==> config.mk <==
export PLATFORM = sky130hd
export DESIGN_NAME = btsk_unit
export DESIGN_NICKNAME = d
export VERILOG_FILES = /design/src/rtl/btsk_pkg.sv /design/src/rtl/btsk_phase.sv /design/src/rtl/btsk_decode.sv /design/src/rtl/btsk_squash.sv /design/src/rtl/btsk_unit.sv
export SDC_FILE = /design/constraint.sdc
export NUM_CORES = 1
export LEC_CHECK = 0
export CORE_ASPECT_RATIO = 0.6
export CORE_MARGIN = 3
export CORE_UTILIZATION = 44
export CTS_CLUSTER_SIZE = 10
export DETAILED_ROUTE_END_ITERATION = 10
export PLACE_DENSITY = 0.83
export SLEW_MARGIN = 15
export SYNTH_ARGS = -nofsm -noshare
export SYNTH_HDL_FRONTEND = slang
export SYNTH_HIERARCHICAL = 1
export SYNTH_SLANG_ARGS = --single-unit
export TNS_END_PERCENT = 50
==> constraint.sdc <==
create_clock -name clk -period 1.73 [get_ports clk]
set_input_delay 0.346 -clock clk [delete_from_list [all_inputs] [get_ports clk]]
set_output_delay 0.346 -clock clk [all_outputs]
set_load 0.03 [all_outputs]
==> src/rtl/btsk_pkg.sv <==
package btsk_pkg;
  localparam int IW = 16;
  localparam int DW = 8;
  localparam int FW = 8;
  localparam int BIW = 3;

  localparam logic [3:0] OPC_SKIP_IF_CLR = 4'b1011;
  localparam logic [3:0] OPC_SKIP_IF_SET = 4'b1010;

  typedef struct packed {
    logic           live;
    logic           on_set;
    logic [BIW-1:0] bidx;
    logic           banked;
    logic [FW-1:0]  file;
  } bt_op_t;

  function automatic bt_op_t unpack_op(input logic [IW-1:0] w, input logic allow);
    bt_op_t o;
    o.live   = allow && ((w[15:12] == OPC_SKIP_IF_CLR) || (w[15:12] == OPC_SKIP_IF_SET));
    o.on_set = (w[15:12] == OPC_SKIP_IF_SET);
    o.bidx   = w[11:9];
    o.banked = w[8];
    o.file   = w[7:0];
    return o;
  endfunction
endpackage

==> src/rtl/btsk_phase.sv <==
module btsk_phase #(
  parameter int PHASES = 4,
  localparam int PW = $clog2(PHASES)
) (
  input  logic          clk,
  input  logic          rst_n,
  output logic [PW-1:0] phase,
  output logic          at_last
);
  logic [PW-1:0] phase_d;

  assign at_last = (phase == PW'(PHASES - 1));

  always_comb begin
    phase_d = at_last ? '0 : phase + PW'(1);
  end

  always_ff @(posedge clk or negedge rst_n) begin
    if (!rst_n) phase <= '0;
    else        phase <= phase_d;
  end
endmodule

==> src/rtl/btsk_decode.sv <==
module btsk_decode
  import btsk_pkg::*;
#(
  parameter int              BSR_W     = 4,
  parameter logic [FW-1:0]   ACC_SPLIT = 8'h80,
  parameter logic [BSR_W-1:0] SFR_BANK = '1,
  parameter logic [BSR_W-1:0] LOW_BANK = '0,
  localparam int AW = BSR_W + FW
) (
  input  logic             clk,
  input  logic             rst_n,
  input  logic             load_en,
  input  logic             allow,
  input  logic             read_slot,
  input  logic [IW-1:0]    instr,
  input  logic [IW-1:0]    next_instr,
  input  logic [BSR_W-1:0] bsr,
  output bt_op_t           op_q,
  output logic [IW-1:0]    next_q,
  output logic             rd_en,
  output logic [AW-1:0]    rd_addr
);
  bt_op_t           op_d;
  logic [IW-1:0]    next_d;
  logic [BSR_W-1:0] bsr_q, bsr_d;

  always_comb begin
    op_d   = op_q;
    next_d = next_q;
    bsr_d  = bsr_q;
    if (load_en) begin
      op_d   = unpack_op(instr, allow);
      next_d = next_instr;
      bsr_d  = bsr;
    end
  end

  always_ff @(posedge clk or negedge rst_n) begin
    if (!rst_n) begin
      op_q   <= '0;
      next_q <= '0;
      bsr_q  <= '0;
    end else begin
      op_q   <= op_d;
      next_q <= next_d;
      bsr_q  <= bsr_d;
    end
  end

  always_comb begin
    rd_en = read_slot && op_q.live;
    if (op_q.banked)                rd_addr = {bsr_q, op_q.file};
    else if (op_q.file >= ACC_SPLIT) rd_addr = {SFR_BANK, op_q.file};
    else                            rd_addr = {LOW_BANK, op_q.file};
  end
endmodule

==> src/rtl/btsk_squash.sv <==
module btsk_squash
  import btsk_pkg::*;
#(
  parameter int NPFX = 2,
  parameter logic [NPFX-1:0][IW-1:0] PFX_MASK  = {16'hFE00, 16'hF000},
  parameter logic [NPFX-1:0][IW-1:0] PFX_MATCH = {16'hEC00, 16'hC000},
  localparam int CNT_W = 2
) (
  input  logic          clk,
  input  logic          rst_n,
  input  logic          test_slot,
  input  logic          end_slot,
  input  bt_op_t        op,
  input  logic [IW-1:0] next_word,
  input  logic [DW-1:0] rd_data,
  output logic          flush
);
  logic [NPFX-1:0]  pfx_hit;
  logic             two_word;
  logic             skip_q, skip_d;
  logic [CNT_W-1:0] cnt_q, cnt_d;

  for (genvar i = 0; i < NPFX; i++) begin : g_pfx
    assign pfx_hit[i] = ((next_word & PFX_MASK[i]) == PFX_MATCH[i]);
  end
  assign two_word = |pfx_hit;
  assign flush    = (cnt_q != '0);

  always_comb begin
    skip_d = skip_q;
    cnt_d  = cnt_q;
    if (test_slot)
      skip_d = op.live && (rd_data[op.bidx] == op.on_set);
    if (end_slot) begin
      skip_d = 1'b0;
      if (cnt_q != '0)  cnt_d = cnt_q - CNT_W'(1);
      else if (skip_q)  cnt_d = two_word ? CNT_W'(2) : CNT_W'(1);
    end
  end

  always_ff @(posedge clk or negedge rst_n) begin
    if (!rst_n) begin
      skip_q <= 1'b0;
      cnt_q  <= '0;
    end else begin
      skip_q <= skip_d;
      cnt_q  <= cnt_d;
    end
  end
endmodule

==> src/rtl/btsk_unit.sv <==
module btsk_unit
  import btsk_pkg::*;
#(
  parameter int               BSR_W     = 4,
  parameter logic [7:0]       ACC_SPLIT = 8'h80,
  parameter logic [BSR_W-1:0] SFR_BANK  = '1,
  parameter int               NPFX      = 2,
  parameter logic [NPFX-1:0][15:0] PFX_MASK  = {16'hFE00, 16'hF000},
  parameter logic [NPFX-1:0][15:0] PFX_MATCH = {16'hEC00, 16'hC000},
  localparam int AW = BSR_W + 8
) (
  input  logic             clk,
  input  logic             rst_n,
  input  logic [15:0]      instr_i,
  input  logic [15:0]      next_instr_i,
  input  logic [BSR_W-1:0] bsr_i,
  output logic             rf_rd_en_o,
  output logic [AW-1:0]    rf_rd_addr_o,
  input  logic [7:0]       rf_rd_data_i,
  output logic             flush_o,
  output logic [1:0]       phase_o
);
  localparam int PHASES = 4;

  logic          at_last;
  bt_op_t        op_q;
  logic [IW-1:0] next_q;

  btsk_phase #(.PHASES(PHASES)) u_phase (
    .clk     (clk),
    .rst_n   (rst_n),
    .phase   (phase_o),
    .at_last (at_last)
  );

  btsk_decode #(
    .BSR_W     (BSR_W),
    .ACC_SPLIT (ACC_SPLIT),
    .SFR_BANK  (SFR_BANK),
    .LOW_BANK  ('0)
  ) u_decode (
    .clk        (clk),
    .rst_n      (rst_n),
    .load_en    (phase_o == 2'd0),
    .allow      (!flush_o),
    .read_slot  (phase_o == 2'd1),
    .instr      (instr_i),
    .next_instr (next_instr_i),
    .bsr        (bsr_i),
    .op_q       (op_q),
    .next_q     (next_q),
    .rd_en      (rf_rd_en_o),
    .rd_addr    (rf_rd_addr_o)
  );

  btsk_squash #(
    .NPFX      (NPFX),
    .PFX_MASK  (PFX_MASK),
    .PFX_MATCH (PFX_MATCH)
  ) u_squash (
    .clk       (clk),
    .rst_n     (rst_n),
    .test_slot (phase_o == 2'd2),
    .end_slot  (at_last),
    .op        (op_q),
    .next_word (next_q),
    .rd_data   (rf_rd_data_i),
    .flush     (flush_o)
  );
endmodule

==> results.txt, run 1 <==
The kind of cell with the highest combined delay along the critical path is buffers and inverters. The site row count came out at 15. The congestion estimate from routability-driven global placement came to 0.7221. The worst clock skew came out at 0.003170 ns. The count of nets after finishing came out at 205.

The first-pass GRT wire length came out at 4995 microns. Clock tree synthesis selected as its root buffer the cell sky130_fd_sc_hd__clkbuf_8. The critical path data arrival time came out at 1.32 ns. The remaining routing DRC violations came out at 0. The number of global-route vias before repair is 1038. The via total after detailed routing came out at 959. Traced cell by cell, the critical path runs through clkdlybuf4s50_1. The overall global routing resource usage came out at 16.48%. The count of buffer and inverter cells on the critical path is 1. The final global-route overflow total is 0.

The number of buffers inserted by hold repair at cts came out at 0. A synthesized cell averages 13.87 sq um. The class of the worst hold path is in2async. The post-route netlist has 25.79% of its cells at a drive strength greater than 1. STA classifies the critical path startpoint as a register.

The initial antenna violation count came to 0. The area after detailed placement came out at 1978 sq um. The number of DRC markers in iteration 0 came out at 62. The final antenna-violating net count is 0. The run finished with clean final reports. The count of max-cap constraint violations came out at 0.

The number of warnings reported in the yosys synthesis log came out at 6. The hold violation total from the final report is 0. The clock buffer count from CTS is 5. At the worst endpoint, the required time is 1.38 ns. The slew at the pin with the worst max-slew slack is 0.3750 ns.

The largest buffer count on any clock path is 2. The number of clock sinks is 30. The antenna diode count came out at 0. The leakage power is 0.9095 nW. The slowest stage of the critical path belongs to the cell sky130_fd_sc_hd__clkdlybuf4s50_1. The final clock period utilization by the worst path is 96.45%. The post-CTS setup-driven buffer insertion count came out at 0.

The final-report max-slew violation count came out at 0. The chip height came out at 50.99 microns. The sum of negative setup slack is 0 ns. The synthesized netlist cell count came out at 107.

The die outline width came out at 80.97 microns. The mapped cell area is 1484 sq um. The area growth from synthesis to final layout is 38.79%. Setup repair after global routing left no endpoint under its margin. TritonCTS built the clock tree. The routed wire length came out at 3147 microns. The critical path is of the reg2out type.

The biggest fanout along the worst timing path is 2. The number of port buffers is 52. Detailed placement finished with a half-perimeter wire length of 2365 microns.

After clock tree synthesis, the clock-pin slew on the worst setup and hold paths is 0.06 ns. The finished cells cover 2059 sq um. The worst slew slack as a fraction of its limit is 75.00%.

The count of placed standard cells including taps is 193. The worst-skew pair later-pin latency is 0.27 ns. Entering global routing, the biggest net connects 31 pins. In this run the power density over the cells is 760.9 nW/um^2. Once layout is complete, the cells apart from fillers number 201. The peak ir drop on the vdd network came out at 0.6460 mV. The top cell types in the final layout, fill and taps aside, are sky130_fd_sc_hd__clkdlybuf4s50_1, sky130_fd_sc_hd__dfrtp_1, sky130_fd_sc_hd__mux2_4. The library cell used most frequently in the layout, excluding fill and tap cells, is sky130_fd_sc_hd__clkdlybuf4s50_1. The area of the die is 4128 sq um.

The final setup violation count came out at 0. The routed via count divided by cell count is 4.771. The number of top-level pins is 62. The level count of the clock H-tree came out at 2. The minimum clock period came out at 1.669 ns. The number of nets produced by synthesis came out at 154.

The core region area came out at 3040 sq um. In this design, the stage delay of the slowest critical-path cell is 0.68 ns. The maximum achievable frequency is 0.5993 GHz. The per-cell routed wire length is 15.66 microns. The first-pass detailed-route iteration total is 4. The starting density of the core is 48.81%. The worst setup path is captured at an output port.
==> what timing repair did <==
| item | 4_1_cts | 5_1_grt |
|---|---|---|
| gates resized for setup | 7 | 8 |
| endpoints found under the hold margin | 0 | 0 |
| setup endpoints to repair | 7 | 6 |
==> through the flow <==
| step | hold WS (ns) | util [%] | setup slack [ns] | power, mW |
|---|---|---|---|---|
| after floorplan | 0.05041 | - | 0.2312 | 0.8752 |
| after global routing | 0.5068 | 67.74 | 0.002629 | 1.632 |
| after detailed placement | 0.4925 | 65.06 | -0.1742 | 1.016 |
| after global placement | 0.4887 | 65.06 | -0.1527 | 1.008 |
| final | 0.4569 | 67.74 | 0.06141 | 1.567 |
| after CTS | 0.4669 | 67.78 | 0.02451 | 1.580 |
==> flip-flops by register name, indices dropped and copies added, names as in the netlist <==
name and flops:
u_squash/cnt_q 2, u_phase/phase 2, u_decode/op_q 14, u_decode/next_q 7
u_decode/bsr_q 4, u_squash/skip_q 1
==> where the power goes <==
part | internal [mW] | leakage [nW] | switching, mW
clock network | 0.320 | 0.0482 | 0.251
registers | 0.732 | 0.361 | 0.0205
logic | 0.150 | 0.501 | 0.0933
==> routing by layer <==
metal	share of wire, %	GRT usage, %	wire length [microns]
met5	0	0	0
met4	1.5	3.652	46
met3	5.4	6.338	171
met2	50	26.84	1565
met1	43	20.86	1364
==> cell type report <==
class                   instances  area (sq um)
clock buffers                   7         86.33
clock inverters                 1         5.005
fillers                       224         980.9
inverters                       4         15.01
multi-input cells              61         599.3
flip-flops and latches         30         750.7
well taps                      42         52.55
repair buffers                 56         550.5
==> worst paths after layout <==
| path | slack [ns] | from | cells after the start | endpoint |
|---|---|---|---|---|
| setup / recovery | 0.06 | u_decode/op_q[3] | 1 | rf_rd_addr_o[3] |
| hold / removal | 0.46 | rst_n | 2 | u_decode/op_q[3] |
| setup reg to reg | 0.14 | u_decode/op_q[9] | 4 | u_squash/skip_q |
| hold reg to reg | 0.51 | u_decode/next_q[11] | 1 | u_decode/next_q[11] |
| max in group asynchronous | 1.00 | rst_n | 2 | u_decode/op_q[9] |
| min in group clk | 0.51 | u_decode/next_q[11] | 1 | u_decode/next_q[11] |
Power figures use the tool's default switching activity.
==> run 2: changes to the inputs <==
--- a/config.mk
+++ b/config.mk
@@ -11,6 +11,7 @@
 export CTS_CLUSTER_SIZE = 10
 export DETAILED_ROUTE_END_ITERATION = 10
 export PLACE_DENSITY = 0.83
+export SKIP_LAST_GASP = 1
 export SLEW_MARGIN = 15
 export SYNTH_ARGS = -nofsm -noshare
 export SYNTH_HDL_FRONTEND = slang
==> run 2 against run 1 <==
Sequential power barely moved. Wire length fell by 0.19%. Clock skew barely moved. Flip-flop and latch count did not move. Final cell count did not move. Core utilization rose by 0.53 points. Non-clock buffer count did not move. Hold slack barely moved. Global-route usage did not move. First-iteration DRC count fell by 16%. Register-to-register slack barely moved.
==> results.txt, run 2 (synthesis gave the netlist of run 1 again) <==
The clock transition time at the flip-flop clock pins of the worst setup and hold paths is 0.06 ns (about the same). STA classifies the critical path startpoint as a register. The slew at the pin with the worst max-slew slack came to 0.3777 ns (+0.002682 ns). The internal power summed over all cells is 1.204 mW (+0.14%). The number of top-level pins is 62 (unchanged). The number of DRC markers in iteration 0 came out at 52 (-16%). The per-cell routed wire length was 15.63 microns (-0.19%).

The largest net degree at the start of global routing is 31 (unchanged). Broken down by cell family, the worst path's largest delay share belongs to buffers and inverters. The area after detailed placement is 1978 sq um (unchanged). The placer's final routability congestion estimate was 0.7221 (unchanged). The worst slew slack as a fraction of its limit was 74.82% (-0.18 points). Traced cell by cell, the critical path runs through clkdlybuf4s50_1.

The worst setup path is captured at an output port. The minimum clock period was 1.682 ns (+0.01316 ns). In the final layout, the registers with the most flip-flops are u_decode/op_q x14, u_decode/next_q x7, u_decode/bsr_q x4. The part of the total power dissipated in sequential elements is 47.9% (about the same). The level count of the clock H-tree was 2 (unchanged). The post-CTS setup-driven buffer insertion count came out at 0 (unchanged). The clock buffer count from CTS is 5 (unchanged). The maximum achievable frequency was 0.5946 GHz (-0.78%). The tightest min-delay check is of the in2async type. More flip-flops sit in one register than any other, and that register is u_decode/op_q. The biggest fanout along the worst timing path is 3 (+1). The routed wire length is 3141 microns (-0.19%). The total power divided by cell area is 757.4 nW/um^2 (-0.46%).

The cell sitting at the root of the clock tree is a sky130_fd_sc_hd__clkbuf_8. The relative contribution of the clock network to total power is 36.6% (about the same). The via total after detailed routing came out at 963 (+0.42%).

The number of global-route vias before repair came out at 1038 (unchanged). The largest individual stage delay along the critical path comes from the cell sky130_fd_sc_hd__clkdlybuf4s50_1. The remaining routing DRC violations came to 0 (unchanged). The initial antenna violation count came out at 0 (unchanged). The fraction of power spent switching nets is 23.43% (+0.14 points).

The most common cell after layout, fill and taps aside is sky130_fd_sc_hd__clkdlybuf4s50_1. The chip height is 50.99 microns (unchanged). The overall global routing resource usage is 16.48% (unchanged).

The required time of the critical path was 1.38 ns (about the same). The leakage power is 0.9455 nW (+4.0%). The antenna diode count came out at 0 (unchanged). The first-pass GRT wire length came out at 4995 microns (unchanged). The slack of the worst reg-to-reg path is 0.15 ns (about the same). The first-pass detailed-route iteration total came to 4 (unchanged). The count of nets after finishing is 205 (unchanged). The final global-route overflow total is 0 (unchanged).

The worst clock skew is 0.003569 ns (+0.0003991 ns). The number of flip-flops under the largest register name was 14 (unchanged). The area of the die came out at 4128 sq um (unchanged). TritonCTS built the clock tree. The worst-skew pair later-pin latency is 0.27 ns (about the same).

The sum of negative setup slack is 0 ns (unchanged). From synthesis to final layout, the design area changed by 39.88%. The post-route standard cell area excluding fillers is 2076 sq um (+0.79%).

By startpoint and endpoint, the worst setup path is classified as reg2out. The routed via count divided by cell count came to 4.791 (+0.42%). The count of max-cap constraint violations came out at 0 (unchanged). The longest individual stage delay on the worst path is 0.69 ns (about the same). The largest buffer count on any clock path is 2 (unchanged). The die outline width is 80.97 microns (unchanged). The portion of total power attributed to combinational logic came out at 15.5% (about the same). The site row count was 15 (unchanged). The final-report max-slew violation count came to 0 (unchanged). The final setup violation count was 0 (unchanged). The count of buffer and inverter cells on the critical path was 1 (unchanged).

The final clock period utilization by the worst path came out at 97.21% (+0.76 points). The starting density of the core came to 48.81% (unchanged). The final antenna-violating net count was 0 (unchanged). The net switching power is 0.3683 mW (+0.94%). The number of port buffers was 52 (unchanged). The number of clock sinks was 30 (unchanged). The critical path data arrival time came out at 1.34 ns (+0.02 ns). The run finished with clean final reports.

The number of buffers inserted by hold repair at cts is 0 (unchanged). The fraction of layout instances using a drive strength above 1 came out at 24.53% (-1.3 points). The peak ir drop on the vdd network came out at 0.6221 mV (-3.7%). The core region area was 3040 sq um (unchanged). The estimated wirelength of the detail-placed design is 2365 microns (unchanged). The top cell types in the final layout, fill and taps aside, are sky130_fd_sc_hd__clkdlybuf4s50_1, sky130_fd_sc_hd__dfrtp_1, sky130_fd_sc_hd__mux2_4. The hold violation total from the final report came out at 0 (unchanged). Setup repair after global routing could not meet its margin everywhere.
[run 2: changes by cell type in the layout (fill, tap and decap cells not counted)]
cell / delta
sky130_fd_sc_hd__dlygate4sd2_1: +1
sky130_fd_sc_hd__clkbuf_2: -2
sky130_fd_sc_hd__dlymetal6s2s_1: +3
sky130_fd_sc_hd__clkdlybuf4s50_1: +1
sky130_fd_sc_hd__clkdlybuf4s15_1: -3
[run 2: timing repair]
item,in CTS,in global routing
resized for setup,3,4
setup endpoints to repair,7,8
hold endpoints to repair,0,0
[run 2: power by group through the flow]
stage	Clock [mW]	Combinational [mW]	Sequential, mW
3_5_place_dp	0	0.252	0.764
5_1_grt	0.615	0.262	0.756
2_1_floorplan	0	0.116	0.759
3_3_place_gp	0	0.245	0.763
4_1_cts	0.581	0.249	0.753
6_report	0.575	0.244	0.752
[run 2: path summary, 6_finish.rpt]
check,startpoint,end,depth (start not counted)
worst min register to register,u_decode/next_q[11],u_decode/next_q[11],1
worst max register to register,u_decode/op_q[9],u_squash/skip_q,4
min in group clk,u_decode/next_q[11],u_decode/next_q[11],1
worst min-delay path,rst_n,u_decode/op_q[3],2
max in group asynchronous,rst_n,u_decode/next_q[9],2
worst max-delay path,u_decode/op_q[7],rf_rd_addr_o[7],1
[run 2: routing by layer]
layer	global-route usage, %	routed length [microns]
met5	0	0
met1	20.86	1365
met3	6.338	171
met2	26.84	1557
met4	3.652	46
[run 2: area by class of cell]
| type | instances | area (sq um) |
|---|---|---|
| timing repair buffer | 56 | 566.8 |
| inverter | 4 | 15.01 |
| sequential | 30 | 750.7 |
| fill | 223 | 964.7 |
| tap | 42 | 52.55 |
| clock inverter | 1 | 5.005 |
| multi-input combinational | 61 | 599.3 |
| clock buffer | 7 | 86.33 |
[run 2: metrics by stage]
stage	cells	total power [mW]	setup WS [ns]	utilization, %	hold WS [ns]
5_1_grt	201	1.633	-0.04503	68.27	0.5068
2_1_floorplan	107	0.8752	0.2312	-	0.05041
4_1_cts	201	1.583	-0.2171	67.94	0.4669
3_5_place_dp	193	1.016	-0.1742	65.06	0.4925
3_3_place_gp	193	1.008	-0.1527	65.06	0.4887
6_report	201	1.572	0.04825	68.27	0.4573
==> run 3: changes to the inputs <==
--- a/config.mk
+++ b/config.mk
@@ -12,7 +12,6 @@
 export DETAILED_ROUTE_END_ITERATION = 10
 export PLACE_DENSITY = 0.83
 export SKIP_LAST_GASP = 1
-export SLEW_MARGIN = 15
 export SYNTH_ARGS = -nofsm -noshare
 export SYNTH_HDL_FRONTEND = slang
 export SYNTH_HIERARCHICAL = 1
==> constraint.sdc (replaced) <==
create_clock -name clk -period 1.73 [get_ports clk]
set_input_delay 0.346 -clock clk [delete_from_list [all_inputs] [get_ports clk]]
set_output_delay 0.346 -clock clk [all_outputs]
set_load 0.05 [all_outputs]
==> run 3 against run 2 <==
Clock power down 0.9%. Setup slack better by 0.013 ns. Sequential share of layout area is 0.41 points lower. Register-to-register slack got worse by 0.03 ns.
==> results.txt, run 3 (synthesis gave the netlist of run 1 again) <==
The post-route standard cell area excluding fillers is 2100 sq um (+1.1%). The starting density of the core is 48.81% (unchanged). The library cell used most frequently in the layout, excluding fill and tap cells, is sky130_fd_sc_hd__clkdlybuf4s50_1. The clock buffer count from CTS was 5 (unchanged). The estimated wirelength of the detail-placed design is 2440 microns (+3.2%). The count of max-cap constraint violations is 0 (unchanged).

The final-report max-slew violation count came out at 0 (unchanged). The initial antenna violation count came out at 0 (unchanged). The level count of the clock H-tree came to 2 (unchanged). The worst-case hold slack is 0.4531 ns (-0.004255 ns).

The slew at the pin with the worst max-slew slack is 0.3878 ns (+0.01008 ns). The first-pass detailed-route iteration total came to 4 (unchanged). The worst-skew pair later-pin latency came to 0.27 ns (about the same).

The tree is rooted in a sky130_fd_sc_hd__clkbuf_8. The routed via count divided by cell count is 4.840 (+1.0%). The number of global-route vias before repair was 1074 (+3.5%). The path class of the tightest hold or removal check is in2async.

The number of DRC markers in iteration 0 is 62 (+19%). The maximum achievable frequency is 0.5994 GHz (+0.80%). The final antenna-violating net count came out at 0 (unchanged). The post-CTS setup-driven buffer insertion count is 0 (unchanged).

The via total after detailed routing is 968 (+0.52%). The critical path is of the reg2out type. The site row count is 15 (unchanged).

The worst clock skew is 0.004362 ns (+0.0007931 ns). The number of flip-flops under the largest register name is 14 (unchanged). The placer's final routability congestion estimate came to 0.7159 (-0.86%).

The clock transition time at the flip-flop clock pins of the worst setup and hold paths came out at 0.06 ns (about the same). The total power is 1.619 mW (+2.9%). The number of standard cells in the layout, taps in and fillers out came out at 200 (-0.50%). The largest buffer count on any clock path was 2 (unchanged).

The largest net degree at the start of global routing is 31 (unchanged). The total power divided by cell area came out at 770.9 nW/um^2 (+1.8%). The core region area is 3040 sq um (unchanged). The fraction of layout instances using a drive strength above 1 is 33.54% (+9.0 points). The largest registers in the layout are u_decode/op_q x14, u_decode/next_q x7, u_decode/bsr_q x4.

The number of clock sinks came out at 30 (unchanged). The first-pass GRT wire length came out at 5230 microns (+4.7%). The count of placed standard cells including taps is 192 (-0.52%). The hold violation total from the final report is 0 (unchanged). The minimum clock period came out at 1.668 ns (-0.01333 ns). The final standard cell utilization of the core came out at 69.05% (+0.78 points). The antenna diode count came out at 0 (unchanged). The count of nets after finishing is 204 (-0.49%). The cell depth of the worst flop-to-flop path was 4 (unchanged). The required time of the critical path is 1.38 ns (about the same).

The die outline width is 80.97 microns (unchanged). The number of buffers inserted by hold repair at cts came to 0 (unchanged). STA classifies the critical path startpoint as a register. The sum of negative setup slack came out at 0 ns (unchanged). The area of the die came out at 4128 sq um (unchanged).

The critical path data arrival time is 1.32 ns (-0.02 ns). The chip height is 50.99 microns (unchanged). The number of gates given a new drive strength after cts came out at 0 (-3).

The area after detailed placement is 2008 sq um (+1.5%). The routed wire length is 3175 microns (+1.1%). The per-cell routed wire length is 15.88 microns (+1.6%). The critical path capture point type is an output port. The final clock period utilization by the worst path came out at 96.44% (-0.77 points). TritonCTS built the clock tree. The filler cell count in the final layout is 225 (+0.90%).

The worst slew slack as a fraction of its limit came out at 74.15% (-0.67 points). The worst slack at placement came out at -0.1805 ns (-0.006334 ns). The remaining routing DRC violations was 0 (unchanged).

Setup repair after global routing left no endpoint under its margin. The register with the most flip-flops is u_decode/op_q. The post-route worst setup slack is 0.06158 ns (+0.01333 ns). The overall global routing resource usage came to 17.20% (+0.71 points). The number of port buffers is 52 (unchanged).

The number of top-level pins is 62 (unchanged). The final setup violation count is 0 (unchanged). The run finished with clean final reports. The peak ir drop on the vdd network is 0.4321 mV (-31%). The top cell types in the final layout, fill and taps aside, are sky130_fd_sc_hd__clkdlybuf4s50_1, sky130_fd_sc_hd__dfrtp_1, sky130_fd_sc_hd__mux2_4. The area growth from synthesis to final layout is 41.48%.

The leakage power came out at 0.9313 nW (-1.5%). The final global-route overflow total came out at 0 (unchanged). The biggest fanout along the worst timing path came out at 6 (+3).
==> run 3: changes by cell type in the layout (fill, tap and decap cells not counted) <==
cell	previous run	this run
sky130_fd_sc_hd__buf_12	1	7
sky130_fd_sc_hd__dlygate4sd2_1	3	0
sky130_fd_sc_hd__dlymetal6s2s_1	4	0
sky130_fd_sc_hd__clkdlybuf4s50_1	44	36
sky130_fd_sc_hd__buf_4	4	12
==> run 3: final cells by class <==
| class | count | area (sq um) | share of cell area [%] |
|---|---|---|---|
| clock buffers | 7 | 86.33 | 4.112 |
| clock inverters | 1 | 5.005 | 0.2384 |
| repair buffers | 55 | 590.6 | 28.13 |
| inverters | 4 | 15.01 | 0.7151 |
| well taps | 42 | 52.55 | 2.503 |
| multi-input cells | 61 | 599.3 | 28.55 |
| flip-flops and latches | 30 | 750.7 | 35.76 |
==> run 3: final timing paths <==
path | startpoint | to | slack [ns]
worst max register to register | u_decode/op_q[9] | u_squash/skip_q | 0.12
worst min-delay path | rst_n | u_decode/op_q[3] | 0.45
min in group clk | u_decode/next_q[9] | u_decode/next_q[9] | 0.51
worst min register to register | u_decode/next_q[9] | u_decode/next_q[9] | 0.51
max in group asynchronous | rst_n | u_decode/bsr_q[3] | 0.98
worst max-delay path | u_phase/phase[0] | rf_rd_en_o | 0.06
==> run 3: worst max-delay path, cell delays in order (launching register included) <==
cell and delay [ns]:
sky130_fd_sc_hd__dfrtp_1 0.48, sky130_fd_sc_hd__and2b_2 0.24, sky130_fd_sc_hd__and2_1 0.18, sky130_fd_sc_hd__buf_12 0.15
==> run 3: where the power goes <==
group	leakage (nW)	switching [mW]	internal [mW]
clock network	0.0482	0.249	0.320
registers	0.361	0.0216	0.732
logic	0.522	0.127	0.168
total	0.931	0.398	1.22
==> run 3: layer usage <==
layer / GRT usage (%) / wire length, microns / vias to the layer above / part of all wire [%]
met5: 0 / 0 / - / 0
met4: 4.213 / 21 / 0 / 0.66
met3: 6.690 / 185 / 2 / 5.8
met2: 29.02 / 1655 / 28 / 52
met1: 20.70 / 1313 / 476 / 41
li1: - / - / 462 / -
